===== config.mk =====
export PLATFORM = sky130hd
export DESIGN_NAME = gpio_edge_port
export DESIGN_NICKNAME = d
export VERILOG_FILES = /design/src/rtl/gpio_edge_pkg.sv /design/src/rtl/gpio_edge_sync.sv /design/src/rtl/gpio_edge_regs.sv /design/src/rtl/gpio_edge_detect.sv /design/src/rtl/gpio_edge_port.sv
export SDC_FILE = /design/constraint.sdc
export NUM_CORES = 1
export LEC_CHECK = 0
export BUFFER_PORTS_ARGS = -buffer_cell sky130_fd_sc_hd__buf_2
export CORE_MARGIN = 1
export CORE_UTILIZATION = 52
export CTS_BUF_LIST = sky130_fd_sc_hd__clkbuf_16
export DETAILED_ROUTE_END_ITERATION = 10
export GPL_ROUTABILITY_DRIVEN = 0
export GPL_TIMING_DRIVEN = 0
export PLACE_DENSITY = 0.86
export REMOVE_ABC_BUFFERS = 1
export SLEW_MARGIN = 20
export SYNTH_ARGS = -nofsm -noshare
export SYNTH_HDL_FRONTEND = slang
export SYNTH_SLANG_ARGS = --single-unit

===== constraint.sdc =====
create_clock -name clk_i -period 1.3 [get_ports clk_i]
set_input_delay 0.065 -clock clk_i [delete_from_list [all_inputs] [get_ports clk_i]]
set_output_delay 0.065 -clock clk_i [all_outputs]
set_load 0.02 [all_outputs]

===== src/rtl/gpio_edge_pkg.sv =====
package gpio_edge_pkg;

    typedef enum logic [1:0] {
        SEL_DATA = 2'd0,
        SEL_DIR  = 2'd1,
        SEL_EDGE = 2'd2,
        SEL_NONE = 2'd3
    } reg_sel_e;

    localparam int unsigned SEL_W = 2;

endpackage


===== src/rtl/gpio_edge_sync.sv =====
module gpio_edge_sync #(
    parameter int unsigned WIDTH  = 8,
    parameter int unsigned STAGES = 2
) (
    input  logic             clk_i,
    input  logic             rst_ni,
    input  logic [WIDTH-1:0] async_i,
    output logic [WIDTH-1:0] sync_o
);
    localparam int unsigned LAST = STAGES - 1;

    typedef struct packed {
        logic [STAGES-1:0][WIDTH-1:0] stage;
    } sync_state_t;

    sync_state_t st_d, st_q;

    always_comb begin
        st_d = st_q;
        st_d.stage[0] = async_i;
        for (int s = 1; s < STAGES; s++) begin
            st_d.stage[s] = st_q.stage[s-1];
        end
    end

    always_ff @(posedge clk_i) begin
        if (!rst_ni) st_q <= '0;
        else         st_q <= st_d;
    end

    assign sync_o = st_q.stage[LAST];

    // the synchronizer output is the first stage delayed by one further cycle
    a_r6_sync_chain: assert property (@(posedge clk_i) disable iff (!rst_ni)
        ##1 sync_o == $past(st_q.stage[LAST-1]));

endmodule


===== src/rtl/gpio_edge_regs.sv =====
module gpio_edge_regs
    import gpio_edge_pkg::*;
#(
    parameter int unsigned WIDTH = 8
) (
    input  logic             clk_i,
    input  logic             rst_ni,
    input  logic             wr_i,
    input  logic [SEL_W-1:0] sel_i,
    input  logic [WIDTH-1:0] wdata_i,
    input  logic [WIDTH-1:0] pin_sync_i,
    output logic [WIDTH-1:0] rdata_o,
    output logic [WIDTH-1:0] dir_o,
    output logic [WIDTH-1:0] edge_o,
    output logic [WIDTH-1:0] data_o
);
    typedef struct packed {
        logic [WIDTH-1:0] data;
        logic [WIDTH-1:0] dir;
        logic [WIDTH-1:0] act;
    } regs_state_t;

    regs_state_t st_d, st_q;
    reg_sel_e    sel;

    assign sel = reg_sel_e'(sel_i);

    always_comb begin
        st_d = st_q;
        if (wr_i) begin
            unique case (sel)
                SEL_DATA: st_d.data = wdata_i & st_q.dir;
                SEL_DIR:  st_d.dir  = wdata_i;
                SEL_EDGE: st_d.act  = wdata_i;
                default:  st_d      = st_q;
            endcase
        end
    end

    always_ff @(posedge clk_i) begin
        if (!rst_ni) st_q <= '0;
        else         st_q <= st_d;
    end

    always_comb begin
        unique case (sel)
            SEL_DATA: rdata_o = (pin_sync_i & ~st_q.dir) | (st_q.data & st_q.dir);
            SEL_DIR:  rdata_o = st_q.dir;
            SEL_EDGE: rdata_o = st_q.act;
            default:  rdata_o = '0;
        endcase
    end

    assign dir_o  = st_q.dir;
    assign edge_o = st_q.act;
    assign data_o = st_q.data;

    // a direction write lands at the next edge
    a_r2_dir_write: assert property (@(posedge clk_i) disable iff (!rst_ni)
        (wr_i && sel_i == 2'd1) |=> dir_o == $past(wdata_i));

    // a write to the unused code leaves every register unchanged
    a_r2_none_write: assert property (@(posedge clk_i) disable iff (!rst_ni)
        (wr_i && sel_i == 2'd3) |=> ($stable(dir_o) && $stable(edge_o) && $stable(data_o)));

    // a data write never sets a bit that was an input at write time
    a_r4_data_masked: assert property (@(posedge clk_i) disable iff (!rst_ni)
        (wr_i && sel_i == 2'd0) |=> (data_o & ~$past(dir_o)) == '0);

endmodule


===== src/rtl/gpio_edge_detect.sv =====
module gpio_edge_detect #(
    parameter int unsigned WIDTH = 8
) (
    input  logic             clk_i,
    input  logic             rst_ni,
    input  logic [WIDTH-1:0] level_i,
    input  logic [WIDTH-1:0] dir_i,
    input  logic [WIDTH-1:0] edge_sel_i,
    input  logic [WIDTH-1:0] en_i,
    output logic [WIDTH-1:0] irq_o
);
    typedef struct packed {
        logic [WIDTH-1:0] last;
        logic [WIDTH-1:0] irq;
    } det_state_t;

    det_state_t       st_d, st_q;
    logic [WIDTH-1:0] hit;

    for (genvar b = 0; b < WIDTH; b++) begin : g_bit
        always_comb begin
            hit[b] = !dir_i[b]
                  && (st_q.last[b] != edge_sel_i[b])
                  && (level_i[b]   == edge_sel_i[b]);
        end
    end

    always_comb begin
        st_d      = st_q;
        st_d.irq  = hit & en_i;
        st_d.last = level_i;
    end

    always_ff @(posedge clk_i) begin
        if (!rst_ni) st_q <= '0;
        else         st_q <= st_d;
    end

    assign irq_o = st_q.irq;

    // the stored level tracks the synchronized pin every cycle
    a_r10_level_follows: assert property (@(posedge clk_i) disable iff (!rst_ni)
        ##1 st_q.last == $past(level_i));

    // a request never lasts longer than one cycle
    a_r10_single_pulse: assert property (@(posedge clk_i) disable iff (!rst_ni)
        ##1 ((irq_o & $past(irq_o)) == '0));

    // no pulse on a bit whose enable was low
    a_r8_gated: assert property (@(posedge clk_i) disable iff (!rst_ni)
        ##1 ((irq_o & ~$past(en_i)) == '0));

    // output bits never pulse
    a_r9_out_quiet: assert property (@(posedge clk_i) disable iff (!rst_ni)
        ##1 ((irq_o & $past(dir_i)) == '0));

    // a pulsing bit's new level equals its active-edge setting
    a_r6_polarity: assert property (@(posedge clk_i) disable iff (!rst_ni)
        ##1 (((st_q.last ^ $past(edge_sel_i)) & irq_o) == '0));

endmodule


===== src/rtl/gpio_edge_port.sv =====
module gpio_edge_port
    import gpio_edge_pkg::*;
#(
    parameter int unsigned WIDTH       = 8,
    parameter int unsigned SYNC_STAGES = 2
) (
    input  logic             clk_i,
    input  logic             rst_ni,
    input  logic             cpu_wr_i,
    input  logic [1:0]       cpu_sel_i,
    input  logic [WIDTH-1:0] cpu_wdata_i,
    output logic [WIDTH-1:0] cpu_rdata_o,
    input  logic [WIDTH-1:0] pin_i,
    output logic [WIDTH-1:0] pin_o,
    output logic [WIDTH-1:0] pin_oe_o,
    input  logic [WIDTH-1:0] irq_en_i,
    output logic [WIDTH-1:0] irq_o
);
    logic [WIDTH-1:0] pin_sync;
    logic [WIDTH-1:0] dir_q;
    logic [WIDTH-1:0] edge_q;
    logic [WIDTH-1:0] data_q;

    gpio_edge_sync #(
        .WIDTH  (WIDTH),
        .STAGES (SYNC_STAGES)
    ) u_sync (
        .clk_i   (clk_i),
        .rst_ni  (rst_ni),
        .async_i (pin_i),
        .sync_o  (pin_sync)
    );

    gpio_edge_regs #(
        .WIDTH (WIDTH)
    ) u_regs (
        .clk_i      (clk_i),
        .rst_ni     (rst_ni),
        .wr_i       (cpu_wr_i),
        .sel_i      (cpu_sel_i),
        .wdata_i    (cpu_wdata_i),
        .pin_sync_i (pin_sync),
        .rdata_o    (cpu_rdata_o),
        .dir_o      (dir_q),
        .edge_o     (edge_q),
        .data_o     (data_q)
    );

    gpio_edge_detect #(
        .WIDTH (WIDTH)
    ) u_detect (
        .clk_i      (clk_i),
        .rst_ni     (rst_ni),
        .level_i    (pin_sync),
        .dir_i      (dir_q),
        .edge_sel_i (edge_q),
        .en_i       (irq_en_i),
        .irq_o      (irq_o)
    );

    assign pin_oe_o = dir_q;
    assign pin_o    = data_q & dir_q;

    // a driven pin is always one whose output enable is set
    a_r3_drive_enabled: assert property (@(posedge clk_i) disable iff (!rst_ni)
        (pin_o & ~pin_oe_o) == '0);

endmodule


==> flow_summary.toml <==
[min_path]
worstHoldStart = "irq_en_i[6]"
holdPathStages = 3
hold_path_class = "in -> reg"
hold_end = "u_detect.irq_o[6]"

[clock_network]
cts_tree = "yes"
clockBufferDepth = 2
clk_latency_ns = 0.28
cts.sinks = 56
numCtsBuffers = 5
path_clk_slew_ns = 0.06
cts_root_buf = "clkbuf_16"
h-tree-depth = 2

[floorplanning]
die_height_um = 70.2
row_count = 24
placeableCoreArea_um2 = 4410
die_area_um2 = 4930
die_width_um = 70.2
start_util = 0.548
num_io_pins = 61

[pwr]
power_density_nw_per_um2 = 1120
comb_power_share = 0.095
power_frac_clock = 0.371
peakVddDrop_mv = 0.849
switching_power_mw = 0.748
p_leak_nw = 1.30
total_power_mw = 3.37
switching_share = 0.222
p_seq_frac = 0.534
p_int_mw = 2.62

[place]
place_ws_ns = -0.265
placed_area_um2 = 2610
place.port_buffers = 60
dp_hpwl_um = 2900

[final_layout]
drive_gt1_frac = 0.356
final_common_cell = "buf_2"
stdcell_area_um2 = 3010
num-fill-cells = 339
finalNetCount = 331
final_cell_mix = "buf_2, nand2_1, dfxtp_1"
multi_input_area_um2 = 1180
seqCellArea_um2 = 1150
diodes = 0
area_growth_pct = 24.4

[routing]
vias = 1858
routedWlPerCell_um = 12.8
vias_per_cell = 5.23
firstDrtPassIters = 4
drtIter0Drc = 96
wirelength_um = 4560
drcViolationCount = 0
ant_nets = 0

[grt]
grt_use_met2 = 0.333
antenna_found_initial = 0
grt_use_met3 = 0.0404
grt.overflow.total = 0
grt_pass1_wl_um = 7560
grt-busiest-layer = "met2"
grt_max_degree = 73
met1_usage = 0.234
grt_pass1_vias = 1680
grt_use_total = 0.194

[timing]
fin_skew_ns = 0.00254
period_needed_ns = 1.36
setup_violations = 8
fmax_mhz = 736
setup_ws_ns = -0.0592
finalSetupTns_ns = -0.270
hold_viol_final = 0
final_max_slew_viol_count = 0
rsz0062_at_grt = "true"
tightest_slew_ns = 0.895
min_period_over_period = 1.05
slew_headroom = 0.400

[worst_setup_path]
worstPathRequired_ns = 1.24
ff2ff_path_depth = 2
crit_path_max_fanout = 5
critPathMaxStageDelay_ns = 0.38
path_cells = "nor2b_1, a221o_1, buf_6"
crit_slowest_cell = "a221o_1"
critPathArrivalTime_ns = 1.29
r2r-end = "u_detect.irq_o[7]"
rrSetupSlack_ns = 0.24
end_kind = "primary output"
crit_path_start_kind = "register"
path_class = "reg -> out"
r2r_start = "u_regs.edge_o[7]"

[flow_run]
cap_violations = 0

[run_status]
status = "complete, but fails checks"
violations = "negative setup slack"

[synthesis]
ys_seq_area_frac = 0.463
yosysUniqueCellTypes = 23
yosysWarnings = 0
synth_area_per_cell_um2 = 9.92
syn_area_um2 = 2420
synth-seq-cells = 56
syn_inst = 244
## registers in the layout (all words and copies together), names as in the netlist
name,cells
u_detect.st_q,8
u_detect.irq_o,8
u_sync.sync_o,8
u_regs.edge_o,8
u_sync.st_d,8
u_regs.dir_o,8
u_regs.data_o,8
## logic make-up (layout without fill, tap and decap cells)
| logic type | Yosys count | after routing | synth area share |
|---|---|---|---|
| buf+inv | 24 | 83 | 0.0739 |
| flops | 56 | 56 | 0.463 |
| compound gates | 16 | 16 | 0.0579 |
| simple gates | 124 | 124 | 0.306 |
| mux | 24 | 24 | 0.0993 |
## synthesized netlist by cell type
master / instances / area [µm²]
dfxtp_1: 56 / 1120
nand2_1: 40 / 150
and2_1: 32 / 200
mux2i_1: 24 / 240
nor2b_1: 9 / 56.3
a211oi_1: 8 / 60.1
a221o_1: 8 / 80.1
buf_4: 8 / 60.1
nand3_1: 8 / 40.0
nand3b_1: 8 / 60.1
nor4b_1: 8 / 70.1
or2_2: 7 / 43.8
or3b_1: 7 / 61.3
buf_6: 6 / 67.6
clkbuf_1: 6 / 22.5
buf_2: 2 / 10.0
and3b_2: 1 / 10.0
buf_1: 1 / 3.75
buf_8: 1 / 15.0
nand3b_4: 1 / 20.0
nor3b_2: 1 / 12.5
or2_0: 1 / 6.26
or3b_2: 1 / 8.76
## area by class of cell
cell class,instances,share of cell area
clock inverters,3,0.00457
clock buffers,5,0.0416
well taps,52,0.0216
repair buffers,75,0.160
flip-flops and latches,56,0.381
multi-input cells,164,0.391
## worst max-delay path by stage
stage	start	to	slack (ns)	cells after the start
after floorplan	u_regs.dir_o[7]	cpu_rdata_o[7]	0.26	2
after global placement	cpu_sel_i[1]	cpu_rdata_o[2]	-0.25	4
after detailed placement	cpu_sel_i[1]	cpu_rdata_o[4]	-0.27	4
after CTS	u_regs.data_o[4]	cpu_rdata_o[4]	-0.08	3
after global routing	u_regs.data_o[4]	cpu_rdata_o[4]	-0.11	3
final	u_regs.dir_o[7]	cpu_rdata_o[7]	-0.06	3
## worst max-delay path: cells and delay by family, from the launching register on
family	cells	cell delay, ns
AOI/OAI and AO/OA	1	0.38
buffers and inverters	1	0.14
DFF	1	0.36
and+or+nand+nor	1	0.13
## layer usage
metal  routed length (µm)  vias up
li1                     -      941
met1                 2020      843
met2                 2180       67
met3                  277        7
met4                   77        0
met5                    0        -
## power groups by stage
stage                     clock (mW)  sequential [mW]  combinational, mW
after detailed placement           0             1.84              0.266
after CTS                       1.29             1.80              0.309
after global placement             0             1.84              0.262
final                           1.25             1.80              0.320
after global routing            1.36             1.81              0.349
after floorplan                    0             1.85              0.126
## through the flow
step	util	hold slack, ns	std cells
after global routing	0.682	0.00935	355
after floorplan	-	0.187	220
after detailed placement	0.590	0.275	332
final	0.682	0.00361	355
after global placement	0.590	0.269	332
after CTS	0.666	0.00212	351
## what timing repair did
item,in CTS,in global routing
endpoints found under the setup margin,8,8
hold buffers,7,0
resized for setup,35,13
pin swaps,16,8
buffers inserted,4,4
hold endpoints to repair,7,0
Note: power is estimated with default switching activity, not from simulation.
